--- src/rtl/pkt_rx_pkg.sv ---
package pkt_rx_pkg;

    typedef enum logic [2:0] {
        S_HUNT,
        S_LEN,
        S_BODY,
        S_STA,
        S_STB,
        S_JAM
    } prx_state_e;

endpackage

--- src/rtl/pkt_rx_ring.sv ---
module pkt_rx_ring #(
    parameter int DEPTH = 128,
    parameter int DW    = 8
) (
    input  logic                     clk,
    input  logic                     rst_n,
    input  logic                     flush,
    input  logic                     push,
    input  logic [DW-1:0]            push_data,
    input  logic                     pop_req,
    output logic [DW-1:0]            rd_data,
    output logic [$clog2(DEPTH):0]   count,
    output logic                     full,
    output logic                     empty,
    output logic                     underflow
);
    localparam int AW = $clog2(DEPTH);
    localparam int CW = AW + 1;

    logic [DW-1:0] mem [DEPTH];
    logic [AW-1:0] wptr_q, rptr_q;
    logic [CW-1:0] cnt_q;
    logic          ufl_q;
    logic          pop;

    assign empty     = (cnt_q == '0);
    assign full      = (cnt_q == CW'(DEPTH));
    assign pop       = pop_req && !empty;
    assign count     = cnt_q;
    assign underflow = ufl_q;
    assign rd_data   = empty ? '0 : mem[rptr_q];

    always_ff @(posedge clk) begin
        if (push && !flush) begin
            mem[wptr_q] <= push_data;
        end
    end

    always_ff @(posedge clk or negedge rst_n) begin
        if (!rst_n) begin
            wptr_q <= '0;
            rptr_q <= '0;
            cnt_q  <= '0;
            ufl_q  <= 1'b0;
        end else if (flush) begin
            wptr_q <= '0;
            rptr_q <= '0;
            cnt_q  <= '0;
            ufl_q  <= 1'b0;
        end else begin
            if (push) wptr_q <= wptr_q + 1'b1;
            if (pop)  rptr_q <= rptr_q + 1'b1;
            cnt_q <= cnt_q + CW'(push) - CW'(pop);
            if (pop_req && empty) ufl_q <= 1'b1;
        end
    end

    AST_COUNT_RANGE: assert property (@(posedge clk) disable iff (!rst_n)
        cnt_q <= CW'(DEPTH));
    AST_PUSH_NEEDS_ROOM: assert property (@(posedge clk) disable iff (!rst_n)
        (push && full) |-> pop_req);
    AST_EMPTY_READ_HOLD: assert property (@(posedge clk) disable iff (!rst_n)
        (pop_req && empty && !push && !flush) |=> (rptr_q == $past(rptr_q) && cnt_q == '0));
    AST_UNDERFLOW_STICKY: assert property (@(posedge clk) disable iff (!rst_n)
        (ufl_q && !flush) |=> ufl_q);

endmodule

--- src/rtl/pkt_rx_parser.sv ---
module pkt_rx_parser
    import pkt_rx_pkg::*;
#(
    parameter int DEPTH = 128,
    parameter int DW    = 8
) (
    input  logic          clk,
    input  logic          rst_n,
    input  logic          flush,
    input  logic          sync_det,
    input  logic          wr_valid,
    input  logic [DW-1:0] wr_data,
    input  logic          stream_mode,
    input  logic          append_en,
    input  logic [DW-1:0] stat_a,
    input  logic [DW-1:0] stat_b,
    input  logic          room,
    output logic          push,
    output logic [DW-1:0] push_data,
    output logic          pkt_done,
    output logic          len_err,
    output logic          overflow
);
    localparam logic [DW:0] LIM_WHOLE  = (DW+1)'(DEPTH - 1);
    localparam logic [DW:0] LIM_STREAM = (DW+1)'((1 << DW) - 1);

    prx_state_e    state_q, state_d;
    logic [DW-1:0] rem_q;
    logic          app_q, done_q, lerr_q, ovf_q;
    logic [DW:0]   lim;
    logic          len_ok, attempt, jam, last_body, len_zero;

    assign lim       = stream_mode ? LIM_STREAM : LIM_WHOLE;
    assign len_ok    = ({1'b0, wr_data} <= lim);
    assign last_body = (rem_q == DW'(1));
    assign len_zero  = (wr_data == '0);

    always_comb begin
        attempt   = 1'b0;
        push_data = wr_data;
        unique case (state_q)
            S_LEN:   attempt = wr_valid && len_ok;
            S_BODY:  attempt = wr_valid;
            S_STA: begin
                attempt   = 1'b1;
                push_data = stat_a;
            end
            S_STB: begin
                attempt   = 1'b1;
                push_data = stat_b;
            end
            default: attempt = 1'b0;
        endcase
    end

    assign push = attempt && room && !flush;
    assign jam  = attempt && !room && !flush;

    always_comb begin
        state_d = state_q;
        unique case (state_q)
            S_HUNT: if (sync_det) state_d = S_LEN;
            S_LEN: begin
                if (wr_valid) begin
                    if (!len_ok)       state_d = S_HUNT;
                    else if (!room)    state_d = S_JAM;
                    else if (len_zero) state_d = app_q ? S_STA : S_HUNT;
                    else               state_d = S_BODY;
                end
            end
            S_BODY: begin
                if (wr_valid) begin
                    if (!room)          state_d = S_JAM;
                    else if (last_body) state_d = app_q ? S_STA : S_HUNT;
                end
            end
            S_STA:   state_d = room ? S_STB  : S_JAM;
            S_STB:   state_d = room ? S_HUNT : S_JAM;
            S_JAM:   state_d = S_JAM;
            default: state_d = S_HUNT;
        endcase
    end

    always_ff @(posedge clk or negedge rst_n) begin
        if (!rst_n)     state_q <= S_HUNT;
        else if (flush) state_q <= S_HUNT;
        else            state_q <= state_d;
    end

    always_ff @(posedge clk or negedge rst_n) begin
        if (!rst_n) begin
            rem_q  <= '0;
            app_q  <= 1'b0;
            done_q <= 1'b0;
            lerr_q <= 1'b0;
            ovf_q  <= 1'b0;
        end else if (flush) begin
            rem_q  <= '0;
            app_q  <= 1'b0;
            done_q <= 1'b0;
            lerr_q <= 1'b0;
            ovf_q  <= 1'b0;
        end else begin
            done_q <= 1'b0;
            lerr_q <= 1'b0;
            if (jam) ovf_q <= 1'b1;
            unique case (state_q)
                S_HUNT: if (sync_det) app_q <= append_en;
                S_LEN: begin
                    if (wr_valid && !len_ok) lerr_q <= 1'b1;
                    if (push) begin
                        rem_q <= wr_data;
                        if (len_zero && !app_q) done_q <= 1'b1;
                    end
                end
                S_BODY: begin
                    if (push) begin
                        rem_q <= rem_q - 1'b1;
                        if (last_body && !app_q) done_q <= 1'b1;
                    end
                end
                S_STB:   if (push) done_q <= 1'b1;
                default: ;
            endcase
        end
    end

    assign pkt_done = done_q;
    assign len_err  = lerr_q;
    assign overflow = ovf_q;

    AST_OVF_STICKY: assert property (@(posedge clk) disable iff (!rst_n)
        (ovf_q && !flush) |=> ovf_q);
    AST_JAM_SILENT: assert property (@(posedge clk) disable iff (!rst_n)
        (state_q == S_JAM) |-> !push);
    AST_LENERR_REHUNT: assert property (@(posedge clk) disable iff (!rst_n)
        lerr_q |-> (state_q == S_HUNT));
    AST_BODY_REMAINS: assert property (@(posedge clk) disable iff (!rst_n)
        (state_q == S_BODY) |-> (rem_q != '0));
    AST_DONE_EXCLUSIVE: assert property (@(posedge clk) disable iff (!rst_n)
        $onehot0({done_q, lerr_q}));
    AST_IDLE_NO_STORE: assert property (@(posedge clk) disable iff (!rst_n)
        (state_q == S_HUNT) |-> !push);

endmodule

--- src/rtl/pkt_rx_fifo.sv ---
module pkt_rx_fifo #(
    parameter int DEPTH = 128,
    parameter int DW    = 8
) (
    input  logic                   clk,
    input  logic                   rst_n,
    input  logic                   flush,
    input  logic                   sync_det,
    input  logic                   wr_valid,
    input  logic [DW-1:0]          wr_data,
    input  logic                   stream_mode,
    input  logic                   append_en,
    input  logic [DW-1:0]          stat_a,
    input  logic [DW-1:0]          stat_b,
    input  logic                   rd_en,
    output logic [DW-1:0]          rd_data,
    output logic [$clog2(DEPTH):0] byte_count,
    output logic                   pkt_done,
    output logic                   len_err,
    output logic                   overflow,
    output logic                   underflow
);
    logic          push, full, empty, room;
    logic [DW-1:0] push_data;

    assign room = !full || rd_en;

    pkt_rx_parser #(.DEPTH(DEPTH), .DW(DW)) u_parser (
        .clk         (clk),
        .rst_n       (rst_n),
        .flush       (flush),
        .sync_det    (sync_det),
        .wr_valid    (wr_valid),
        .wr_data     (wr_data),
        .stream_mode (stream_mode),
        .append_en   (append_en),
        .stat_a      (stat_a),
        .stat_b      (stat_b),
        .room        (room),
        .push        (push),
        .push_data   (push_data),
        .pkt_done    (pkt_done),
        .len_err     (len_err),
        .overflow    (overflow)
    );

    pkt_rx_ring #(.DEPTH(DEPTH), .DW(DW)) u_ring (
        .clk       (clk),
        .rst_n     (rst_n),
        .flush     (flush),
        .push      (push),
        .push_data (push_data),
        .pop_req   (rd_en),
        .rd_data   (rd_data),
        .count     (byte_count),
        .full      (full),
        .empty     (empty),
        .underflow (underflow)
    );

    AST_LENERR_NO_GROWTH: assert property (@(posedge clk) disable iff (!rst_n)
        len_err |-> (byte_count <= $past(byte_count)));

endmodule

--- config.mk ---
export PLATFORM = sky130hd
export DESIGN_NAME = pkt_rx_fifo
export DESIGN_NICKNAME = d
export VERILOG_FILES = /design/src/rtl/pkt_rx_pkg.sv /design/src/rtl/pkt_rx_ring.sv /design/src/rtl/pkt_rx_parser.sv /design/src/rtl/pkt_rx_fifo.sv
export SDC_FILE = /design/constraint.sdc
export NUM_CORES = 1
export LEC_CHECK = 0
export ABC_CLOCK_PERIOD_IN_PS = 8900
export BUFFER_PORTS_ARGS = -buffer_cell sky130_fd_sc_hd__buf_2
export CAP_MARGIN = 20
export CORE_ASPECT_RATIO = 1.25
export CORE_MARGIN = 1
export CORE_UTILIZATION = 55
export CTS_BUF_LIST = sky130_fd_sc_hd__clkbuf_8 sky130_fd_sc_hd__clkbuf_16
export CTS_CLUSTER_SIZE = 10
export DETAILED_ROUTE_END_ITERATION = 8
export PLACE_DENSITY = 0.69
export SLEW_MARGIN = 5
export SYNTH_ARGS = -nofsm -noshare
export SYNTH_HDL_FRONTEND = slang
export SYNTH_SLANG_ARGS = --single-unit
--- constraint.sdc ---
create_clock -name clk -period 8.9 [get_ports clk]
set_input_delay 0.445 -clock clk [delete_from_list [all_inputs] [get_ports clk]]
set_output_delay 0.445 -clock clk [all_outputs]
set_load 0.005 [all_outputs]
==> run metrics, run 1 <==
status=finished clean; DR WL met3=8410 um; synthesized area=42700 um2; effective utilization at floorplan=55.9%; Top FF cell, synth=edfxtp_1; die area=78800 um2; Final ANT Viol Nets=0; DR iter-0 viols=2503; DRC viols=0; metal1 wirelength=39400 um; Worst Tran Pin Value=1.11 ns; Setup TNS=0 ns; Final setup viols=0; vias post-DR=22400; Crit Path Max Fanout=67; row count=113; final hold vios=0; asr flop ratio synth=3.58%; total congestion overflow=0; Longest Clk Path Bufs=3; Post-synth EDFFs=1024; Seq/Total Area, Yosys=74.2%; die width=251 um; global-route usage over all layers=26.7%; minimum clock period=5.82 ns; nets=2408; IO Pins=52; area of the core=76300 um2; Setup crit start kind=flip-flop; ant diodes=0; Synth cell types=77; Power Dens Cells=252 nW/um2; Root Buffer=clkbuf_16; largest net degree at the start of global routing=113; GP Congestion=0.904; Relative slew margins=25.2%; RSZ-0062 raised after global routing=no; Highest Clock Rate=172 MHz; Placed Instances=3214; vias in the first global route=22649; peak supply drop=0.169 mV; Finished Layout Cells=3380; clk sink count=1062; chip height=314 um; final period utilization=65.4%; HPWL after detailed placement=61700 um; fin. max-slew vios=0; WL met2=51400 um; first-pass GRT wire length=152000 um; Post-Syn Area per Cell=18.8 um2; Area Growth Syn to Fin=10.4%; CTS tree=built; Crit Path Class=flip-flop to output pin; drt first pass iters=6; Pleak=14.8 nW; CTS Buf Count=116; Synth Net Count=2320; cell count after synthesis=2270; fraction of layout instances using a drive strength above 1=19.0%; H-tree Lvls=3; initial antenna violation count=3; clock skew=0.0302 ns; Core Util, Final=61.8%; later-pin clock latency in the skew report=0.71 ns; top sig layer=met5; port bufs=51; maxcap violations=0; Resized Gates After CTS=0; Total Wirelength=103000 um; HP Class=input pin to flip-flop; CP Data Arrival Time=5.38 ns; warnings from Yosys=0; CP endpoint kind=output pin; Critical Path RT=8.46 ns; Seq cells post-synth=1062; post-DR wirelength/cell=30.5 um; vias per inst=6.63; Clock Pin Slew Worst Setup and Hold Paths=0.06 ns; WHS=0.0624 ns
[path summary, 6_finish.rpt]
kind / startpoint / end / slack (ns) / cells past startpoint
max reg2reg: u_parser.state_q[2] / u_ring.mem[2][7] / 4.50 / 6
min in group asynchronous: rst_n / u_parser.rem_q[2] / 0.46 / 2
max: u_ring.rptr_q[1] / rd_data[5] / 3.08 / 7
min reg2reg: u_ring.underflow / u_ring.underflow / 0.50 / 2
max in group asynchronous: rst_n / u_ring.rptr_q[0] / 7.69 / 2
min: rd_en / u_ring.underflow / 0.06 / 3
[per-stage QoR]
| step | area, um2 | total power, W | setup WS, ns |
|---|---|---|---|
| global placement | 43900 | 0.00775 | 4.05 |
| detailed placement | 43900 | 0.00780 | 4.10 |
| CTS | 47100 | 0.0119 | 3.32 |
| global route | 47200 | 0.0122 | 2.91 |
| floorplan | 42700 | 0.00729 | 1.09 |
| finish | 47200 | 0.0119 | 3.08 |
[registers in the layout, summed over array words and instances, names as in the netlist, 3 cells and up]
signal,cells
u_ring.rptr_q,7
u_ring.count,8
u_ring.wptr_q,7
u_parser.rem_q,8
u_ring.mem,1024
u_parser.state_q,3
[routing by layer]
metal  track usage, %  vias to the layer above
met5                0                        -
met2             43.9                     1121
met3             4.68                      197
li1                 -                     9365
met4             10.7                        4
met1             35.7                    11713
[repair_timing]
action | CTS | global route
hold buffers | 2 | 0
setup endpoints to repair | 0 | 0
setup buffers | 0 | 0
hold endpoints to repair | 39 | 0
[power breakdown]
part | total (W) | internal, W | switching (W)
logic | 0.00195 | 0.000813 | 0.00114
registers | 0.00575 | 0.00567 | 0.0000788
clock network | 0.00419 | 0.00236 | 0.00183
total | 0.0119 | 0.00885 | 0.00304
[critical path, cell delays in order, from the launching register on]
cell     delay, ns
dfrtp_4       1.09
buf_4         0.78
mux4_2        0.35
nor2_1        0.05
o41ai_1       0.90
a21oi_1       0.23
nor4_1        0.90
buf_2         0.26
[synthesized netlist by cell type, types with 13 or more instances]
cell type,n,area share [%]
xnor2_1,14,0.29
nor2b_1,22,0.32
nand3_1,33,0.39
buf_2,31,0.36
o22ai_1,49,0.72
a211oi_1,17,0.30
mux4_1,13,0.80
a22oi_1,21,0.37
buf_4,20,0.35
o21ai_0,43,0.50
mux2i_1,123,2.9
clkbuf_1,46,0.40
buf_6,14,0.37
edfxtp_1,1024,72
mux4_2,199,10
inv_1,19,0.17
nor3_1,23,0.27
ha_1,17,0.50
nor2_1,193,1.7
nand2_1,100,0.88
dfrtp_1,38,2.2
a21oi_1,47,0.55
[cell usage in the layout, fill, tap and decap left out, types with 22 or more instances in the layout]
cell / synthesis / final
edfxtp_1: 1024 / 1024
buf_4: 20 / 42
o21ai_0: 43 / 43
buf_2: 31 / 51
nand2_1: 100 / 100
dfrtp_1: 38 / 33
nor2_1: 193 / 193
nor2b_1: 22 / 22
mux2i_1: 123 / 123
inv_1: 19 / 57
nand3_1: 33 / 30
clkbuf_16: 0 / 117
a21oi_1: 47 / 40
mux4_2: 199 / 199
nor3_1: 23 / 23
o22ai_1: 49 / 49
[logic make-up (layout without fill, tap and decap cells)]
logic type	Yosys count	in the layout	share of synthesized area, %
buffers and inverters	148	281	2.02
adders and majority gates	18	18	0.545
muxes	343	343	14.4
xor gates and xnor gates	17	17	0.349
AOI/OAI and AO/OA	258	258	4.06
and+or+nand+nor	424	424	4.40
DFF	1062	1062	74.2
[area by class of cell]
class / count / area [um2]
Tap cell: 977 / 1220
Clock buffer: 118 / 2940
Timing Repair Buffer: 98 / 666
Sequential cell: 1062 / 31700
Fill cell: 5291 / 29200
Clock inverter: 45 / 280
Inverter: 20 / 75.1
Multi-Input combinational cell: 1060 / 10300
Power figures use the tool's default switching activity.
==> run 2: changes to the inputs <==
- ABC_CLOCK_PERIOD_IN_PS: 8900 -> 5800
- clock period: 8.9 -> 5.8 ns (I/O delays scaled with it)
==> run 2 against run 1 <==
Via count is 0.83% higher. Sequential cell count unchanged. Clock skew decreased by 0.0075 ns. Non-clock buffer count increased by 3. First-iteration DRC count fell by 6.4%. Worst setup slack lost 2.4 ns.
==> run metrics, run 2 (synthesized netlist as in run 1, its figures left out) <==
row count=113 (unchanged); CP Data Arrival Time=4.80 ns (-0.58 ns); status=finished clean; CP endpoint kind=output pin; effective utilization at floorplan=55.9% (unchanged); Crit Path Class=flip-flop to output pin; final hold vios=0 (unchanged); Total Wirelength=103000 um (-0.40%); Logic pwr share=16.5% (about the same); switching pwr=0.00470 W (+54%); commonest non-fill, non-tap cell in the layout=edfxtp_1; ant diodes=0 (unchanged); fill cell count=5268 (-0.43%); peak supply drop=0.243 mV (+43%); minimum clock period=5.09 ns; maxcap violations=0 (unchanged); Longest Clk Path Bufs=3 (unchanged); Final setup viols=0 (unchanged); chip height=314 um (unchanged); Placed Instances=3214 (unchanged); sw frac=25.5% (-0.059 points); H-tree Lvls=3 (unchanged); Setup TNS=0 ns (unchanged); post-DR wirelength/cell=30.4 um (-0.22%); DRC viols=0 (unchanged); initial antenna violation count=1 (-2); largest net degree at the start of global routing=129 (+14%); Highest Clock Rate=197 MHz; drt first pass iters=5 (-1); Area Growth Syn to Fin=10.7%; flop-to-flop setup slack=1.49 ns (-3.01 ns); Relative slew margins=20.2% (-5.0 points); Power Dens Cells=389 nW/um2 (+54%); multi-input logic area=10200 um2 (-0.13%); Clock Pin Slew Worst Setup and Hold Paths=0.06 ns (about the same); HPWL after detailed placement=60600 um (-1.7%); register share of total power=48.2% (about the same); first-pass GRT wire length=152000 um (about the same); GP Congestion=0.868 (-4.0%); IO Pins=52 (unchanged); DR iter-0 viols=2343 (-6.4%); hold_sp=wr_data[4]; vias per inst=6.69 (+1.0%); Final ANT Viol Nets=0 (unchanged); Worst Tran Pin Value=1.19 ns (+0.0826 ns); timing startpoint of the critical path=u_ring.rptr_q[0]; clock skew=0.0228 ns (-0.00747 ns); HP Class=input pin to flip-flop; total congestion overflow=0 (unchanged); Setup crit start kind=flip-flop; fin. max-slew vios=0 (unchanged); vias in the first global route=22554 (-0.42%); register with the most flip-flops=u_ring.mem; Root Buffer=clkbuf_16; most frequent cells in the layout=edfxtp_1, mux4_2, nor2_1, mux2i_1, clkbuf_16; Reg area=31700 um2 (unchanged); Max stage delay on crit path=1.07 ns (-0.02 ns); fraction of layout instances using a drive strength above 1=19.1% (+0.089 points); Critical Path RT=5.51 ns (-2.95 ns); clock share of power=35.3% (about the same); Setup Fix Bufs, Post-CTS=0 (unchanged); CP most frequent cell=a221oi_1; global-route usage over all layers=26.5% (-0.13 points); P_int=0.0137 W (+55%); clk sink count=1062 (unchanged); final period utilization=87.7%; area of the core=76300 um2 (unchanged); port bufs=51 (unchanged); die width=251 um (unchanged); CP max-delay cell=dfrtp_4; Finished Layout Cells=3374 (-0.18%); die area=78800 um2 (unchanged); RSZ-0062 raised after global routing=no; crit path cell chain=nand3b_2 > o221ai_1 > a221oi_1 > a221oi_1 > nor3_1 > nor4b_1 > buf_2; Pleak=14.8 nW (about the same); nets=2412 (+0.17%); later-pin clock latency in the skew report=0.68 ns (-0.03 ns); CTS Buf Count=117 (+0.86%); CTS tree=built; vias post-DR=22585 (+0.83%); worst reg2reg path startpoint=u_parser.state_q[2]; max reg flops=1024 (unchanged); Crit Path Max Fanout=49 (-27%)
run 2: cell count changes in the layout (fill, tap and decap cells not counted), moves of 3 or more:
cell and change:
buf_12 +9, buf_4 -8, clkbuf_16 +3, dlygate4sd3_1 +3, inv_1 -12
run 2: worst max-delay path, delay by kind of cell, from the launching register on:
family,cells,cell delay [ns]
AOI/OAI and AO/OA,3,0.82
buffers and inverters,1,0.25
DFF,1,1.07
and+or+nand+nor,3,1.89
run 2: power by group through the flow:
stage	registers [W]	logic (W)	clock network, W
after global placement	0.00903	0.00295	0
after global routing	0.00888	0.00322	0.00683
after detailed placement	0.00904	0.00300	0
final	0.00887	0.00303	0.00649
after CTS	0.00888	0.00302	0.00656
after floorplan	0.00895	0.00224	0
run 2: layer usage:
metal	vias up	wire length (um)	GRT usage, %
met4	0	2840	8.65
met2	1168	50900	43.4
li1	9368	-	-
met5	-	0	0
met1	11879	40600	37.1
met3	170	8350	4.02
run 2: worst paths after layout:
check | end | cells past startpoint
worst min-delay path | u_parser.rem_q[4] | 5
max in group asynchronous | u_ring.rptr_q[1] | 2
worst max register to register | u_ring.mem[2][7] | 6
min in group asynchronous | u_parser.rem_q[2] | 2
worst max-delay path | rd_data[3] | 7
worst min register to register | u_parser.rem_q[5] | 2
run 2: timing repair:
item | 4_1_cts | 5_1_grt
hold buffers | 5 | 0
endpoints found under the hold margin | 43 | 0
gates resized for setup | 0 | 0
run 2: cell type report:
type	count	share of cell area, %
clock buffers	120	6.35
clock inverters	34	0.445
inverters	20	0.159
multi-input cells	1060	21.7
flip-flops and latches	1062	67.1
well taps	977	2.59
repair buffers	101	1.67
run 2: metrics by stage:
| step | hold slack, ns | util (%) | worst slack, ns | instance area [um2] | power [W] |
|---|---|---|---|---|---|
| global placement | 0.472 | 57.6 | 1.57 | 44000 | 0.0120 |
| detailed placement | 0.492 | 57.6 | 1.48 | 44000 | 0.0120 |
| global route | 0.0343 | 61.9 | 0.495 | 47300 | 0.0189 |
| finish | 0.0371 | 61.9 | 0.712 | 47300 | 0.0184 |
| floorplan | -0.00559 | - | 0.188 | 42700 | 0.0112 |
| CTS | 0.00459 | 61.9 | 0.730 | 47200 | 0.0185 |
